[config.mk]
export PLATFORM = sky130hd
export DESIGN_NAME = bm_rec_start
export DESIGN_NICKNAME = d
export VERILOG_FILES = /design/src/rtl/bm_rec_pkg.sv /design/src/rtl/bm_start_qual.sv /design/src/rtl/bm_status_flags.sv /design/src/rtl/bm_rec_start.sv
export SDC_FILE = /design/constraint.sdc
export NUM_CORES = 1
export LEC_CHECK = 0
export BUFFER_PORTS_ARGS = -buffer_cell sky130_fd_sc_hd__buf_2
export CORE_AREA = 3 3 40 42
export DETAILED_ROUTE_END_ITERATION = 6
export DIE_AREA = 0 0 43 45
export SYNTH_ARGS = -nofsm -noshare
export SYNTH_HDL_FRONTEND = slang
export SYNTH_SLANG_ARGS = --single-unit
[constraint.sdc]
create_clock -name clk -period 1.8 [get_ports clk]
set_input_delay 0 -clock clk [delete_from_list [all_inputs] [get_ports clk]]
set_output_delay 0 -clock clk [all_outputs]
set_load 0.005 [all_outputs]
[src/rtl/bm_rec_pkg.sv]
package bm_rec_pkg;

    typedef enum logic [1:0] {
        ST_IDLE   = 2'd0,
        ST_TRIG   = 2'd1,
        ST_RECORD = 2'd2
    } rec_state_t;

    typedef enum logic [1:0] {
        MODE_CMD_WORD = 2'b00,
        MODE_ANY_WORD = 2'b01,
        MODE_CMD_BITS = 2'b10,
        MODE_ANY_BITS = 2'b11
    } start_mode_t;

endpackage

[src/rtl/bm_start_qual.sv]
module bm_start_qual
    import bm_rec_pkg::*;
(
    input  start_mode_t mode,
    input  logic        sync_seen,
    input  logic        sync_cmd,
    input  logic        bits_ok,
    input  logic        word_ok,
    output logic        start_now,
    output logic        start_early,
    output logic        start_data
);

    logic kind_ok;

    always_comb begin
        kind_ok     = 1'b0;
        start_now   = 1'b0;
        start_early = 1'b0;
        unique case (mode)
            MODE_CMD_WORD: begin
                kind_ok   = sync_cmd;
                start_now = sync_seen && kind_ok && word_ok;
            end
            MODE_ANY_WORD: begin
                kind_ok   = 1'b1;
                start_now = sync_seen && word_ok;
            end
            MODE_CMD_BITS: begin
                kind_ok     = sync_cmd;
                start_now   = sync_seen && kind_ok && bits_ok;
                start_early = start_now;
            end
            MODE_ANY_BITS: begin
                kind_ok     = 1'b1;
                start_now   = sync_seen && bits_ok;
                start_early = start_now;
            end
            default: begin
                kind_ok   = 1'b0;
                start_now = 1'b0;
            end
        endcase
        start_data = start_now && kind_ok && !sync_cmd;
    end

endmodule

[src/rtl/bm_status_flags.sv]
module bm_status_flags (
    input  logic clk,
    input  logic rst,
    input  logic open_msg,
    input  logic open_on_data,
    input  logic mark_invalid,
    input  logic clear_req,
    output logic sync_err,
    output logic invalid_err
);

    always_ff @(posedge clk) begin
        if (rst) begin
            sync_err    <= 1'b0;
            invalid_err <= 1'b0;
        end else if (open_msg) begin
            sync_err    <= open_on_data;
            invalid_err <= 1'b0;
        end else begin
            if (clear_req) begin
                sync_err    <= 1'b0;
                invalid_err <= 1'b0;
            end
            if (mark_invalid) begin
                invalid_err <= 1'b1;
            end
        end
    end

endmodule

[src/rtl/bm_rec_start.sv]
module bm_rec_start
    import bm_rec_pkg::*;
(
    input  logic       clk,
    input  logic       rst,
    input  logic [1:0] cfg_start_mode,
    input  logic       cfg_keep_invalid,
    input  logic       sync_det,
    input  logic       sync_is_cmd,
    input  logic       bits_ok,
    input  logic       word_done,
    input  logic       parity_ok,
    input  logic       word_bad,
    input  logic       msg_end,
    output logic       rec_active,
    output logic       store_strobe,
    output logic       msg_start,
    output logic       msg_close,
    output logic       sync_err,
    output logic       invalid_err
);

    rec_state_t state_q, state_d;
    logic       sync_seen_q, sync_cmd_q;
    logic       keep_q;
    logic       word_ok, word_inv;
    logic       start_now, start_early, start_data;
    logic       do_start, do_store, do_close, do_mark;

    assign word_ok  = word_done && parity_ok;
    assign word_inv = word_bad || (word_done && !parity_ok);

    // Track the sync of the word currently in flight.
    always_ff @(posedge clk) begin
        if (rst) begin
            sync_seen_q <= 1'b0;
            sync_cmd_q  <= 1'b0;
        end else if (sync_det) begin
            sync_seen_q <= 1'b1;
            sync_cmd_q  <= sync_is_cmd;
        end else if (word_done || word_bad) begin
            sync_seen_q <= 1'b0;
        end
    end

    // Bad-word policy is frozen once a message is open.
    always_ff @(posedge clk) begin
        if (rst) begin
            keep_q <= 1'b0;
        end else if (state_q == ST_IDLE) begin
            keep_q <= cfg_keep_invalid;
        end
    end

    bm_start_qual u_qual (
        .mode        (start_mode_t'(cfg_start_mode)),
        .sync_seen   (sync_seen_q),
        .sync_cmd    (sync_cmd_q),
        .bits_ok     (bits_ok),
        .word_ok     (word_ok),
        .start_now   (start_now),
        .start_early (start_early),
        .start_data  (start_data)
    );

    // Next state and event decode.
    always_comb begin
        state_d  = state_q;
        do_start = 1'b0;
        do_store = 1'b0;
        do_close = 1'b0;
        do_mark  = 1'b0;
        unique case (state_q)
            ST_IDLE: begin
                if (start_now) begin
                    do_start = 1'b1;
                    if (start_early) begin
                        state_d = ST_TRIG;
                    end else begin
                        state_d  = ST_RECORD;
                        do_store = 1'b1;
                    end
                end
            end
            ST_TRIG: begin
                if (word_ok) begin
                    do_store = 1'b1;
                    state_d  = ST_RECORD;
                end else if (word_inv) begin
                    do_store = 1'b1;
                    do_mark  = 1'b1;
                    if (keep_q) begin
                        state_d = ST_RECORD;
                    end else begin
                        do_close = 1'b1;
                        state_d  = ST_IDLE;
                    end
                end
                if (msg_end) begin
                    do_close = 1'b1;
                    state_d  = ST_IDLE;
                end
            end
            ST_RECORD: begin
                if (word_ok) begin
                    do_store = 1'b1;
                end else if (word_inv) begin
                    if (keep_q) begin
                        do_store = 1'b1;
                    end else begin
                        do_close = 1'b1;
                        state_d  = ST_IDLE;
                    end
                end
                if (msg_end) begin
                    do_close = 1'b1;
                    state_d  = ST_IDLE;
                end
            end
            default: begin
                state_d = ST_IDLE;
            end
        endcase
    end

    // State register.
    always_ff @(posedge clk) begin
        if (rst) begin
            state_q <= ST_IDLE;
        end else begin
            state_q <= state_d;
        end
    end

    // Output strobes.
    always_ff @(posedge clk) begin
        if (rst) begin
            store_strobe <= 1'b0;
            msg_start    <= 1'b0;
            msg_close    <= 1'b0;
        end else begin
            store_strobe <= do_store;
            msg_start    <= do_start;
            msg_close    <= do_close;
        end
    end

    assign rec_active = (state_q != ST_IDLE);

    bm_status_flags u_flags (
        .clk          (clk),
        .rst          (rst),
        .open_msg     (do_start),
        .open_on_data (start_data),
        .mark_invalid (do_mark),
        .clear_req    (msg_close),
        .sync_err     (sync_err),
        .invalid_err  (invalid_err)
    );

endmodule

Word-level counts from Yosys, hierarchy flattened. Index checks and enable logic that the tools add are counted.

Memory bits (writable): 0. Memories: 0. Input bits: 12. Output and inout port bits: 6. Flip-flop bits (word level): 10. Bits in latches: 0. ROM bits: 0. Logic and storage cells: 80.

$lt $le $gt $ge: 0. Divide/modulo/power cells: 0. Equality and inequality tests: 10. $add $sub $neg: 0. Shift operators: 0. Reductions and logical operators: 25. Bitwise gates (word level): 1. Mux-type cells: 35. Multipliers: 0.

Operator list (number): $mux 1 (20); $mux 2 (10); $reduce_or 2->1 (5); $logic_and 1x1->1 (9); $ne 3x3->1 const B (3); $reduce_bool 2->1 (4); $eq 2x2->1 const B (3); $pmux 2 s3 (1); $reduce_and 5->1 (1); $eq 2x1->1 const B (2); $logic_not 2->1 (2); $ne 4x3->1 const B (1); $pmux 1 s2 (2); $pmux 1 s4 (1); $pmux 1 s3 (1); $logic_not 1->1 (2); $logic_or 1x1->1 (2); $ne 2x2->1 const B (1); $not 1->1 (1).

Logic depth before layout (Yosys ltp).
Depth in word-level cells: 7. Depth in mapped cells: 7. Gate-level depth less buffers: 7.

Cells and area by module. From an unflattened synthesis, not the netlist that was laid out.

Cells, all modules: 66. Area, all modules: 561.8 µm².

By module, submodules not included: bm_rec_start (seq. area each 160.2 µm², cells each 51, times used 1, area each 444.2 µm²); bm_status_flags (seq. area each 40.0 µm², cells each 8, times used 1, area each 77.6 µm²); bm_start_qual (seq. area each 0.0 µm², cells each 7, times used 1, area each 40.0 µm²).

Worst setup path before layout. Ideal clock, no wire load.

Kind: reg2reg. Start: register state_q[0]. End: register state_q[0]. Slack: 0.374 ns. Setup time: 0.067 ns. Cell stages (with the launch flop): 7. Required time: 1.733 ns. Clock period less this slack: 1.426 ns. Path buffers: 0. Arrival time: 1.359 ns. Path through: dfxtp_1 > inv_1 > ha_1 > inv_1 > or2_0 > or3_1 > a21oi_2.

Cells in the longest elaborated chain, start to end: 3. Elaborated cells between the ends (all ways): 10. Classes of those cells: 7 x eq/ne; 1 x mux; 2 x reduce/logical.

RTL lines: from (decl) (RTL line bm_rec_start.sv:23) `rec_state_t state_q, state_d;`; from (signal assigned) (RTL line bm_rec_start.sv:131) `state_q <= state_d;`; $eq 2x1->1, or another cell as far along (RTL line bm_rec_start.sv:73) `unique case (state_q)`; $ne 4x3->1 (no source line), or another cell as far along; $reduce_and 5->1 (no source line).

Several ways; a longest one is shown, not always the timed one. A chain may end at the register's enable or synchronous reset.

Final worst setup path. Same ends and word-level chain as after synthesis.

==> flow_summary.json <==
{
  "status": "finished, final reports clean",
  "synth_area_leaders": "dfxtp_1, ha_1, a21oi_1",
  "timing.rr.end": "state_q[0]",
  "hp-start": "cfg_start_mode[0]",
  "total_power_uw": 599.8,
  "postSynthAreaPerCell_um2": 8.533,
  "synth_compound_area_frac": 0.2019,
  "setup_tns_ns": 0,
  "root_buffer": "clkbuf_4",
  "synth_nets": 77,
  "cpMaxStageDelayCell": "or3_1",
  "final_nets": 101,
  "portBuffers": 17,
  "end_kind": "register",
  "antennaDiodeCount": 0,
  "grt_pass1_vias": 467,
  "die_h_um": 45,
  "rsz0062_at_grt": "no",
  "final_max_slew_viol_count": 0,
  "place_hpwl_um": 889.5,
  "path_buf_inv": 2,
  "holdPathStages": 3,
  "irDropWorstVdd_v": 0.0003584,
  "period_needed_ns": 1.556,
  "clkLatencyLatePin_ns": 0.28,
  "fmaxAchievable_ghz": 0.6428,
  "synth_warnings": 0,
  "synth-adder-area-share": 0.09615,
  "cts_max_level": 1,
  "synth.largest_area_cell": "dfxtp_1",
  "synth_top_family_by_area": "simple AND/OR/NAND/NOR gates",
  "path_cells": "inv_1 > ha_1 > inv_1 > or2_0 > or3_1 > a21oi_2",
  "hold_viol_final": 0,
  "cpMostUsedCell": "inv_1",
  "cp_slowest_stage_delay_ns": 0.39,
  "hold_buffers": 3,
  "drt-initial-drc-count": 13,
  "avgViaCountPerCell": 5.000,
  "maxCapViolCount": 0,
  "drcViolationCount": 0,
  "die_area_um2": 1935,
  "rows": 13,
  "hold_end": "u_flags.sync_err",
  "criticalPathCategory": "reg2reg",
  "worstHoldPathType": "in2reg",
  "cp_max_fo": 4,
  "core-area_um2": 1285,
  "post_drt_wl_per_cell_um": 12.00,
  "grt_pass1_wl_mm": 2.014,
  "antenna_left": 0,
  "cts_inserted_buffers": 3,
  "clkTransAtPathRegs_ns": 0.07,
  "cp_top_family": "simple AND/OR/NAND/NOR gates",
  "final_common_cell": "buf_2",
  "cts_max_path_buffers": 2,
  "period_share": 0.8643,
  "worst_slew_pin_slew_ns": 0.3650,
  "cp.arrival_ns": 1.77,
  "antenna_found_initial": 0,
  "crit_required_ns": 2.02,
  "gp_congestion": 0.8776,
  "vias": 495,
  "initial_utilization": 0.4051,
  "ff2ff_path_depth": 6,
  "drive_gt1_frac": 0.2857,
  "synthMuxAreaShare": 0.05769,
  "routed_wl_mm": 1.188,
  "firstDrtPassIters": 4,
  "synth_xor_area_frac": 0,
  "syn2layout_area_growth_pct": 31.97,
  "ys_seq_elements": 10,
  "cts_sinks": 10,
  "p_leak_nw": 0.3182,
  "p_per_area_nw_per_um2": 873.2,
  "r2r_slack_ns": 0.24,
  "post_cts_resized": 0,
  "relSlewSlack": 0.7504,
  "cts_setup_buffers": 0,
  "synthDominantCellAreaShare": 0.3846,
  "synth-seq-area-share": 0.3846,
  "fp.dieW_um": 43,
  "ys_types": 25,
  "layout_common_cells": "buf_2, dfxtp_1, nor2_1",
  "start_kind": "register",
  "grt_use_total": 0.1470,
  "grt_overflow_total": 0,
  "syn-cell-area_um2": 520.5,
  "reg2reg_from": "state_q[0]",
  "grt_max_degree": 11,
  "ios": 18,
  "fillers": 126,
  "finalClockSkew_ns": 0.0003666,
  "synthCells": 61,
  "cts_tree": "done",
  "setup_viol": 0,
  "synth_simple_gate_area_frac": 0.2163
}
[flip-flops by register name, summed over array words and instances (netlist names)]
signal / cells
keep_q: 1
msg_start: 1
store_strobe: 1
sync_cmd_q: 1
sync_seen_q: 1
msg_close: 1
u_flags.sync_err: 1
state_q: 2
u_flags.invalid_err: 1
[worst register-to-register path: stages (launching register included)]
cell     delay (ns)
dfxtp_1        0.35
inv_1          0.09
ha_1           0.20
inv_1          0.09
or2_0          0.26
or3_1          0.39
a21oi_2        0.13
[logic make-up after synthesis]
group,after synthesis
mux,3
simple gates,21
fa+ha+maj,4
buf+inv,6
flops,10
compound gates,17
[through the flow]
step	std cells	hold slack [ns]	area [um^2]	setup WS (ns)	util
finish	99	0.005341	686.9	0.2442	0.5346
global placement	92	0.2390	620.6	0.2938	0.4830
global route	99	0.03046	686.9	0.09438	0.5346
floorplan	61	0.1174	520.5	0.3735	-
CTS	99	0.004797	686.9	0.2367	0.5346
detailed placement	92	0.2452	620.6	0.2653	0.4830
[layout make-up]
| type | instances | area (um^2) | share of cell area |
|---|---|---|---|
| clock buffer | 4 | 36.28 | 0.05282 |
| inverter | 5 | 18.77 | 0.02732 |
| multi-input combinational | 45 | 297.8 | 0.4335 |
| sequential | 10 | 200.2 | 0.2914 |
| tap | 15 | 18.77 | 0.02732 |
| timing repair buffer | 20 | 115.1 | 0.1676 |
[routing by layer]
| metal | part of all wire | GRT usage | vias up | wire length, um |
|---|---|---|---|---|
| li1 | - | - | 255 | - |
| met1 | 0.47 | 0.1800 | 218 | 564 |
| met2 | 0.40 | 0.2126 | 17 | 476 |
| met3 | 0.088 | 0.03984 | 5 | 105 |
| met4 | 0.035 | 0.1265 | 0 | 42 |
| met5 | 0 | 0 | - | 0 |
[power by group]
part | leakage [nW] | switching (mW) | internal (mW)
clock network | 0.0210 | 0.0924 | 0.123
logic | 0.216 | 0.0691 | 0.0665
registers | 0.0817 | 0.0114 | 0.237
[synthesized netlist by cell type]
cell and number:
nor2_1 7, nor3_1 1, nor3b_1 1, nand2_1 2, nand3b_1 3, a21o_1 1, nor2b_1 1, or2_2 1
a2111oi_0 1, o21ai_0 5, a21oi_2 1, nand2b_1 1, a21oi_1 6, mux2i_1 3, and2_1 1, dfxtp_1 10
inv_1 5, or3_1 1, a32oi_1 1, a2bb2oi_1 1, o21a_1 1, ha_1 4, clkbuf_1 1, or2_0 1
nor2_2 1
[worst max path at each step]
stage | startpoint | to | slack (ns) | depth (start not counted)
final | state_q[0] | state_q[0] | 0.24 | 6
after global routing | state_q[0] | u_flags.sync_err | 0.09 | 7
after CTS | state_q[0] | state_q[0] | 0.24 | 6
after detailed placement | state_q[0] | u_flags.sync_err | 0.27 | 7
after global placement | state_q[0] | state_q[0] | 0.29 | 6
after floorplan | state_q[0] | state_q[0] | 0.37 | 6
No activity file was read; power rests on OpenSTA's default activity.
